[config.mk]
export PLATFORM = sky130hd
export DESIGN_NAME = stop_clk_seq
export DESIGN_NICKNAME = d
export VERILOG_FILES = /design/src/rtl/stop_clk_seq_pkg.sv /design/src/rtl/scs_rst_sync.sv /design/src/rtl/scs_warm_timer.sv /design/src/rtl/scs_stop_fsm.sv /design/src/rtl/stop_clk_seq.sv
export SDC_FILE = /design/constraint.sdc
export NUM_CORES = 1
export LEC_CHECK = 0
export BUFFER_PORTS_ARGS = -buffer_cell sky130_fd_sc_hd__clkbuf_2
export CELL_PAD_IN_SITES_DETAIL_PLACEMENT = 1
export CELL_PAD_IN_SITES_GLOBAL_PLACEMENT = 1
export CORE_MARGIN = 5
export CORE_UTILIZATION = 35
export DETAILED_ROUTE_END_ITERATION = 6
export PLACE_DENSITY_LB_ADDON = 0.08
export SLEW_MARGIN = 5
export SYNTH_ARGS = -nofsm -noshare
export SYNTH_HDL_FRONTEND = slang
export SYNTH_HIERARCHICAL = 1
export SYNTH_SLANG_ARGS = --single-unit
[constraint.sdc]
create_clock -name clk -period 1.5 [get_ports clk]
set_input_delay 0.075 -clock clk [delete_from_list [all_inputs] [get_ports clk]]
set_output_delay 0.075 -clock clk [all_outputs]
set_load 0.03 [all_outputs]
[src/rtl/stop_clk_seq_pkg.sv]
package stop_clk_seq_pkg;
  typedef enum logic [1:0] {
    SQ_MAIN = 2'd0,
    SQ_HALT = 2'd1,
    SQ_WARM = 2'd2,
    SQ_RING = 2'd3
  } sq_state_t;
endpackage

[src/rtl/scs_rst_sync.sv]
module scs_rst_sync #(
  parameter int STAGES = 2
) (
  input  logic clk,
  input  logic arst_n,
  output logic srst_n
);
  logic [STAGES-1:0] chain_q;

  always_ff @(posedge clk or negedge arst_n) begin
    if (!arst_n) chain_q <= '0;
    else         chain_q <= {chain_q[STAGES-2:0], 1'b1};
  end

  assign srst_n = chain_q[STAGES-1];
endmodule

[src/rtl/scs_warm_timer.sv]
module scs_warm_timer #(
  parameter int WARM_CYCLES = 16
) (
  input  logic clk,
  input  logic rst_n,
  input  logic run,
  output logic done
);
  localparam int CNT_W = (WARM_CYCLES > 2) ? $clog2(WARM_CYCLES) : 1;
  localparam logic [CNT_W-1:0] LAST = CNT_W'(WARM_CYCLES - 1);

  logic [CNT_W-1:0] cnt_q, cnt_d;
  logic             cnt_en;

  always_comb begin
    cnt_en = 1'b0;
    cnt_d  = cnt_q;
    if (!run) begin
      cnt_en = (cnt_q != '0);
      cnt_d  = '0;
    end else if (cnt_q != LAST) begin
      cnt_en = 1'b1;
      cnt_d  = cnt_q + 1'b1;
    end
  end

  always_ff @(posedge clk or negedge rst_n) begin
    if (!rst_n)      cnt_q <= '0;
    else if (cnt_en) cnt_q <= cnt_d;
  end

  assign done = run && (cnt_q == LAST);
endmodule

[src/rtl/scs_stop_fsm.sv]
module scs_stop_fsm
  import stop_clk_seq_pkg::*;
(
  input  logic      clk,
  input  logic      rst_n,
  input  logic      stop_req,
  input  logic      wake,
  input  logic      ring_keep,
  input  logic      warm_done,
  output sq_state_t state,
  output logic      wake_pulse
);
  sq_state_t st_q, st_d;
  logic      pulse_q, pulse_d;

  always_comb begin
    st_d    = st_q;
    pulse_d = 1'b0;
    unique case (st_q)
      SQ_HALT: begin
        if (wake) begin
          st_d    = ring_keep ? SQ_RING : SQ_WARM;
          pulse_d = 1'b1;
        end
      end
      SQ_WARM: begin
        if (stop_req)       st_d = SQ_HALT;
        else if (warm_done) st_d = SQ_MAIN;
      end
      default: begin
        if (stop_req) st_d = SQ_HALT;
      end
    endcase
  end

  always_ff @(posedge clk or negedge rst_n) begin
    if (!rst_n) begin
      st_q    <= SQ_MAIN;
      pulse_q <= 1'b0;
    end else begin
      st_q    <= st_d;
      pulse_q <= pulse_d;
    end
  end

  assign state      = st_q;
  assign wake_pulse = pulse_q;
endmodule

[src/rtl/stop_clk_seq.sv]
module stop_clk_seq
  import stop_clk_seq_pkg::*;
#(
  parameter int N_IRQ       = 4,
  parameter int WARM_CYCLES = 16,
  parameter int SYNC_STAGES = 2
) (
  input  logic             clk,
  input  logic             rst_n,
  input  logic             stop_req,
  input  logic [N_IRQ-1:0] irq_pend,
  input  logic [N_IRQ-1:0] irq_en,
  input  logic             ring_keep,
  input  logic             src_xtal,
  input  logic             bod_mask_stop,
  input  logic             bod_trip,
  output logic             cpu_clk_en,
  output logic             core_on_main,
  output logic             ring_osc_en,
  output logic             xt_osc_en,
  output logic             rc_osc_en,
  output logic             wake_irq,
  output logic             bod_rst
);
  logic      rst_sync_n;
  logic      wake_any;
  logic      warm_done;
  logic      main_en;
  sq_state_t state;

  scs_rst_sync #(.STAGES(SYNC_STAGES)) u_rst (
    .clk   (clk),
    .arst_n(rst_n),
    .srst_n(rst_sync_n)
  );

  assign wake_any = |(irq_pend & irq_en);

  scs_warm_timer #(.WARM_CYCLES(WARM_CYCLES)) u_timer (
    .clk  (clk),
    .rst_n(rst_sync_n),
    .run  (state == SQ_WARM),
    .done (warm_done)
  );

  scs_stop_fsm u_fsm (
    .clk       (clk),
    .rst_n     (rst_sync_n),
    .stop_req  (stop_req),
    .wake      (wake_any),
    .ring_keep (ring_keep),
    .warm_done (warm_done),
    .state     (state),
    .wake_pulse(wake_irq)
  );

  always_comb begin
    cpu_clk_en   = (state != SQ_HALT);
    core_on_main = (state == SQ_MAIN);
    ring_osc_en  = (state == SQ_WARM) || (state == SQ_RING);
    main_en      = (state == SQ_MAIN) || (state == SQ_WARM);
    xt_osc_en    = main_en &&  src_xtal;
    rc_osc_en    = main_en && !src_xtal;
    bod_rst      = bod_trip && !((state == SQ_HALT) && bod_mask_stop);
  end
endmodule

==> results of run 1 <==
[final cells by class]
class	count	area, um^2	area share
Tap cell	16	20.0	0.0259
Multi-Input combinational cell	36	294	0.380
Inverter	8	30.0	0.0388
Timing Repair Buffer	30	175	0.227
Clock buffer	3	22.5	0.0291
Sequential cell	9	226	0.293
Clock inverter	1	5.00	0.00647
[cells by family (layout without fill, tap and decap cells)]
| family | after synthesis | after routing | share of synthesized area |
|---|---|---|---|
| AOI/OAI and AO/OA | 14 | 14 | 0.199 |
| DFF | 9 | 9 | 0.417 |
| adders and majority gates | 5 | 5 | 0.116 |
| buffers and inverters | 9 | 42 | 0.0625 |
| muxes | 3 | 3 | 0.0671 |
| other | 1 | 1 | 0.00694 |
| and+or+nand+nor | 13 | 13 | 0.132 |
[how the worst min path moves through the flow]
stage / endpoint / slack (ns) / cells past startpoint
floorplan: u_rst/chain_q[0] / -0.22 / 0
global placement: u_rst/chain_q[1] / -0.14 / 1
detailed placement: u_rst/chain_q[1] / -0.14 / 1
CTS: u_fsm/state[1] / 0.07 / 2
global route: u_fsm/state[1] / 0.07 / 2
finish: u_fsm/state[1] / 0.08 / 2
[power groups by stage]
stage	registers, uW	clock network [uW]	logic, uW
floorplan	401	0	497
detailed placement	373	0	795
CTS	369	190	801
finish	381	181	840
global placement	369	0	789
global route	396	210	924
[stage by stage]
stage	instances	TNS, ns	power, uW
6_report	103	0	1400
2_1_floorplan	54	0	899
5_1_grt	103	-0.0234	1530
3_5_place_dp	96	0	1170
3_3_place_gp	96	0	1160
4_1_cts	101	0	1360
[state kept, by name, indices dropped and copies added (netlist names)]
signal	flops
u_timer/cnt_q	4
u_fsm/state	2
u_rst/chain_q	2
u_fsm/wake_pulse	1
[placed cells by master, fill, tap and decap left out, drive strengths merged, types with 3 or more instances in the layout]
cell    count
nor2        3
dfrtp       9
inv         8
clkbuf     23
buf         9
ha          5
[critical path, cell delays in order, from the launching register on]
cell and delay (ns):
dfrtp_1 0.40, ha_2 0.19, and4_4 0.16, mux2_4 0.26, o22ai_2 0.10, mux2i_1 0.21
[per-layer routing]
| layer | vias to the layer above | part of all wire |
|---|---|---|
| li1 | 254 | - |
| met1 | 236 | 0.42 |
| met2 | 18 | 0.48 |
| met3 | 0 | 0.10 |
| met4 | 0 | 0 |
| met5 | - | 0 |
[repair_timing]
action,4_1_cts,5_1_grt
buffers inserted,0,2
endpoints found under the setup margin,0,3
hold endpoints to repair,2,0
gates resized for setup,0,7
hold buffers,1,0
==> summary.md, run 1 <==
| Metric | Value |
|---|---|
| Met3 Use GR | `0.0489` |
| Final WL | `1.28 mm` |
| RR Startpoint | `u_timer/cnt_q[0]` |
| Core Rows | `14` |
| Grt met1 use | `0.119` |
| Cell taking the most area after synthesis | `dfrtp_1` |
| Fin util | `0.519` |
| H-tree depth | `1` |
| Synth top area share | `0.417` |
| Worst-case clock buffer depth | `2` |
| I/O Pins | `22` |
| Post-place setup slack | `0.0271 ns` |
| Outcome | `finished, final reports clean` |
| Fillers | `179` |
| Mapped cell area | `541 um^2` |
| Top area cells in the synthesized netlist | `dfrtp_1 42%, ha_1 12%, inv_1 5.6%` |
| CP Launch Point | `u_timer/cnt_q[0]` |
| Starting Density | `0.363` |
| Initial DRC Count | `4` |
| Worst Path Arrival | `1.58 ns` |
| Clk slew on worst S/H paths | `0.06 ns` |
| R2R Setup Slk | `0.09 ns` |
| Post-synth top flop | `dfrtp_1` |
| Final min period | `1.41 ns` |
| Cell Pwr Density | `1810 nW/um^2` |
| Clock network fraction of total power | `0.129` |
| Layout area overhead | `43.1%` |
| Post-synth ARST share | `1.00` |
| Distinct cells, synth | `28` |
| Internal power | `804 uW` |
| Post-DP HPWL | `1.07 mm` |
| CP startpoint kind | `flop` |
| Hold Fails Final Rpt | `0` |
| Critical path peak fanout | `5` |
| Syn Nets | `74` |
| GRT busiest layer | `met2` |
| Worst setup slack after layout | `0.0862 ns` |
| Clk Latency, worst-skew pair | `0.26 ns` |
| Clock Tree Root | `clkbuf_4` |
| Comb power frac | `0.599` |
| Top-count cell post-synth | `dfrtp_1` |
| Fmax | `707 MHz` |
| Critical path capture point | `u_fsm/state[0]` |
| Total vias in the final route | `508` |
| Fin Hold WS | `0.0758 ns` |
| Share of the yosys chip area belonging to registers | `0.417` |
| Die width | `49.3 um` |
| Worst EP required | `1.67 ns` |
| Sw Ratio | `0.427` |
| Initial antenna violation count | `0` |
| Worst Skew | `0.00452 ns` |
| R2r endpoint | `u_fsm/state[0]` |
| Wire length of the first global-routing pass | `2.08 mm` |
| Final ANT Viol Nets | `0` |
| Chip Height | `49.3 um` |
| Tcrit/Tclk final | `0.943` |
| Residual DRC | `0` |
| Max_cap viols | `0` |
| GRT Total Usage | `0.110` |
| Hold_sp | `stop_req` |
| Final nets | `108` |
| Grt ovf | `0` |
| Met2 Use GR | `0.178` |
| Inserted Diodes | `0` |
| Kind of critical path | `flop to flop` |
| Worst setup EP type | `flop` |
| CTS Buf Count | `3` |
| DR WL/cell | `12.4 um` |
| Clock sink count | `9` |
| Post-synth EDFFs | `0` |
| Avg Vias per Cell | `4.93` |
| Port Buffer Count | `21` |
| Largest net degree at the start of global routing | `8` |
| Syn avg cell area | `10.0 um^2` |
| Sw power | `599 uW` |
| Final-report setup violation count | `0` |
| DRT Pass-1 Iters | `2` |
| Slew Limit Fails | `0` |
| Gp weighted congestion | `0.811` |
| Synth Warn # | `6` |
| Reg power frac | `0.272` |
| Min-delay worst type | `input pin to flop` |
| R2r worst-path depth | `5` |
| List of most frequent post-synthesis cells | `9 x dfrtp_1, 8 x inv_1, 5 x ha_1, 3 x nor2_1` |
| Share of cells above drive strength 1 | `0.483` |
| Final instance area | `773 um^2` |
| Seq cells post-synth | `9` |
| RSZ-0062 raised after global routing | `yes` |
| Placed Instance Area | `707 um^2` |
| Vias in the first global route | `519` |
| Core Region | `1490 um^2` |
| Mapped Cells | `54` |
| Leakage power | `0.000409 uW` |
| VDD IR max | `0.000808 V` |
| Full die area | `2430 um^2` |
| CTS tree | `built` |
No activity file was read; power rests on OpenSTA's default activity.
==> inputs of run 2 (changes only) <==
--- a/config.mk
+++ b/config.mk
@@ -5,13 +5,14 @@
 export SDC_FILE = /design/constraint.sdc
 export NUM_CORES = 1
 export LEC_CHECK = 0
+export ABC_AREA = 1
 export BUFFER_PORTS_ARGS = -buffer_cell sky130_fd_sc_hd__clkbuf_2
 export CELL_PAD_IN_SITES_DETAIL_PLACEMENT = 1
 export CELL_PAD_IN_SITES_GLOBAL_PLACEMENT = 1
 export CORE_MARGIN = 5
-export CORE_UTILIZATION = 35
+export CORE_UTILIZATION = 34
 export DETAILED_ROUTE_END_ITERATION = 6
-export PLACE_DENSITY_LB_ADDON = 0.08
+export PLACE_DENSITY = 0.77
 export SLEW_MARGIN = 5
 export SYNTH_ARGS = -nofsm -noshare
 export SYNTH_HDL_FRONTEND = slang
==> run 2 against run 1 <==
Against the previous run:
- synthesized cell count is 61% higher
- worst hold slack better by 0.036 ns
- total power is 7.8% lower
- routed wire length is 11% higher
- clock power is 7% higher
- sequential share of layout area is 0.067 points lower
- combinational power is 13% lower
- setup slack better by 0.095 ns
- cell count is 27% higher
- critical path type unchanged
- highest routed layer is now met4
==> summary.md, run 2 <==
| Metric | Value |
|---|---|
| Worst setup EP type | `flop` |
| I/O Pins | `22` |
| XOR/XNOR Fraction of Synth Area | `0` |
| Max reg flops | `4` |
| Vias in the first global route | `642` |
| R2r worst-path depth | `9` |
| Post-Synth Adder-Cell Area | `0.105` |
| RSZ-0062 raised after global routing | `no` |
| Chip Height | `51.8 um` |
| Final ANT Viol Nets | `0` |
| Share of the yosys chip area belonging to registers | `0.380` |
| Slew Limit Fails | `0` |
| Clock sink count | `9` |
| Sum Neg Setup Slack | `0 ns` |
| Total vias in the final route | `585` |
| Final-report setup violation count | `0` |
| Critical path's largest stage delay | `0.42 ns` |
| Die width | `51.8 um` |
| Initial antenna violation count | `0` |
| Final nets | `135` |
| Cell taking the most area after synthesis | `dfrtp_1` |
| Worst Skew | `0.00476 ns` |
| Postcts setup bufs | `0` |
| Post-DP HPWL | `1.25 mm` |
| Worst EP required | `1.66 ns` |
| Share of cells above drive strength 1 | `0.298` |
| Full die area | `2680 um^2` |
| DR WL/cell | `10.8 um` |
| GRT Total Usage | `0.132` |
| CTS tree | `built` |
| Post-synth ARST share | `1.00` |
| R2r endpoint | `u_fsm/state[0]` |
| Clk slew on worst S/H paths | `0.07 ns` |
| Fin Hold WS | `0.112 ns` |
| Syn Nets | `107` |
| Core Rows | `15` |
| Post-synth EDFFs | `0` |
| Synth Area in Compound Gates | `0.0169` |
| Crit path max-delay cell type | `dfrtp_1` |
| Synth Area in Simple Gates | `0.365` |
| Max_cap viols | `0` |
| Largest family of logic cells by synthesized area | `simple AND/OR/NAND/NOR gates` |
| Initial DRC Count | `1` |
| Post-synth top flop | `dfrtp_1` |
| Fillers | `243` |
| List of most frequent post-synthesis cells | `32 x nand2_1, 18 x inv_1, 9 x dfrtp_1, 6 x nor2_1` |
| Mapped Cells | `87` |
| Layout area overhead | `30.0%` |
| Clock Tree Root | `clkbuf_4` |
| DRT Pass-1 Iters | `2` |
| Largest net degree at the start of global routing | `8` |
| Hold Fails Final Rpt | `0` |
| Gp weighted congestion | `0.832` |
| Kind of critical path | `flop to flop` |
| Inserted Diodes | `0` |
| Post-synthesis mux area share | `0` |
| Clk Latency, worst-skew pair | `0.27 ns` |
| VDD IR max | `0.000695 V` |
| R2R Setup Slk | `0.18 ns` |
| Outcome | `finished, final reports clean` |
| Leakage power | `0.000504 uW` |
| Grt ovf | `0` |
| Largest Register | `u_timer/cnt_q` |
| Distinct cells, synth | `15` |
| Sequential cell area | `225 um^2` |
| Critical path peak fanout | `5` |
| Residual DRC | `0` |
| Worst-case clock buffer depth | `2` |
| Top-count cell post-synth | `nand2_1` |
| CP startpoint kind | `flop` |
| Mapped cell area | `593 um^2` |
| Core Region | `1690 um^2` |
| Port Buffer Count | `21` |
| Final WL | `1.42 mm` |
| Min-delay worst type | `flop to asynchronous set/reset pin` |
| Cell Pwr Density | `1680 nW/um^2` |
| Worst Path Arrival | `1.48 ns` |
| Seq cells post-synth | `9` |
| Commonest cells after routing, fill and taps aside | `32 x nand2_1, 21 x clkbuf_2, 18 x inv_1` |
| H-tree depth | `1` |
| Synth Warn # | `6` |
| Top area cells in the synthesized netlist | `dfrtp_1 38%, nand2_1 20%, inv_1 11%` |
| Tcrit/Tclk final | `0.879` |
| Final min period | `1.32 ns` |
| Fmax | `759 MHz` |
| Avg Vias per Cell | `4.47` |
| Multi-input gate area | `295 um^2` |
| Syn avg cell area | `6.82 um^2` |
| Synth top area share | `0.380` |
| Worst path cell trace | `ha_1 -> nand2_1 -> inv_2 -> nand2_2 -> inv_1 -> nand2_1 -> nand3_2 -> nand3_1 -> nand2_1` |
| Most common cell on crit path | `nand2_1` |
| CTS Buf Count | `3` |
| RR Startpoint | `u_timer/cnt_q[0]` |
| Wire length of the first global-routing pass | `2.60 mm` |
| Starting Density | `0.351` |
| Most common cell after layout, fill and taps aside | `nand2_1` |
run 2: where the power goes:
part	internal [uW]	switching [uW]	total [uW]
clock network	98.6	93.9	193
logic	260	471	731
registers	307	62.7	370
run 2: kinds of logic after synthesis:
family                   Yosys count
AO/OA/AOI/OAI                      2
adder cells (fa/ha/maj)            5
buffers and inverters             20
flip-flops                         9
other                              1
AND/OR/NAND/NOR                   50
run 2: how the worst max path moves through the flow:
stage / start / end / slack [ns] / cells after the start
final: u_timer/cnt_q[0] / u_fsm/state[0] / 0.18 / 9
after global routing: u_timer/cnt_q[1] / u_fsm/state[0] / 0.003 / 10
after CTS: u_fsm/state[0] / u_fsm/state[0] / 0.15 / 10
after detailed placement: u_fsm/state[0] / u_fsm/state[0] / 0.16 / 10
after global placement: u_fsm/state[0] / u_fsm/state[0] / 0.20 / 10
after floorplan: u_fsm/state[0] / u_fsm/state[0] / 0.24 / 10
run 2: worst max-delay path: cells and delay by family, from the launching register on:
kind / cells / cell delay [ns]
fa+ha+maj: 1 / 0.25
buf+inv: 2 / 0.09
flops: 1 / 0.42
simple gates: 6 / 0.44
run 2: routing by layer:
metal	track usage	share of wire	wire length, um	up-vias
met5	0	0	0	-
met4	0.0655	0.015	22	0
met3	0.0458	0.069	98	3
met2	0.227	0.49	697	18
met1	0.144	0.42	602	257
li1	-	-	-	307
run 2: through the flow:
stage | utilization | std cells | power (uW) | setup slack [ns] | cell area, um^2
after floorplan | - | 87 | 872 | 0.240 | 593
after global placement | 0.433 | 126 | 1080 | 0.197 | 731
after detailed placement | 0.433 | 126 | 1120 | 0.165 | 731
after CTS | 0.455 | 131 | 1320 | 0.153 | 768
after global routing | 0.456 | 131 | 1430 | 0.00276 | 771
final | 0.456 | 131 | 1290 | 0.182 | 771
run 2: repair_timing:
action | in CTS | in global routing
hold endpoints to repair | 2 | 0
endpoints found under the setup margin | 0 | 2
hold buffers | 1 | 0
resized for setup | 0 | 1
run 2: layout make-up:
class	instances	share of cell area
Multi-Input combinational cell	58	0.383
Clock buffer	3	0.0292
Timing Repair Buffer	24	0.169
Clock inverter	1	0.00649
Sequential cell	9	0.292
Tap cell	17	0.0276
Inverter	19	0.0925
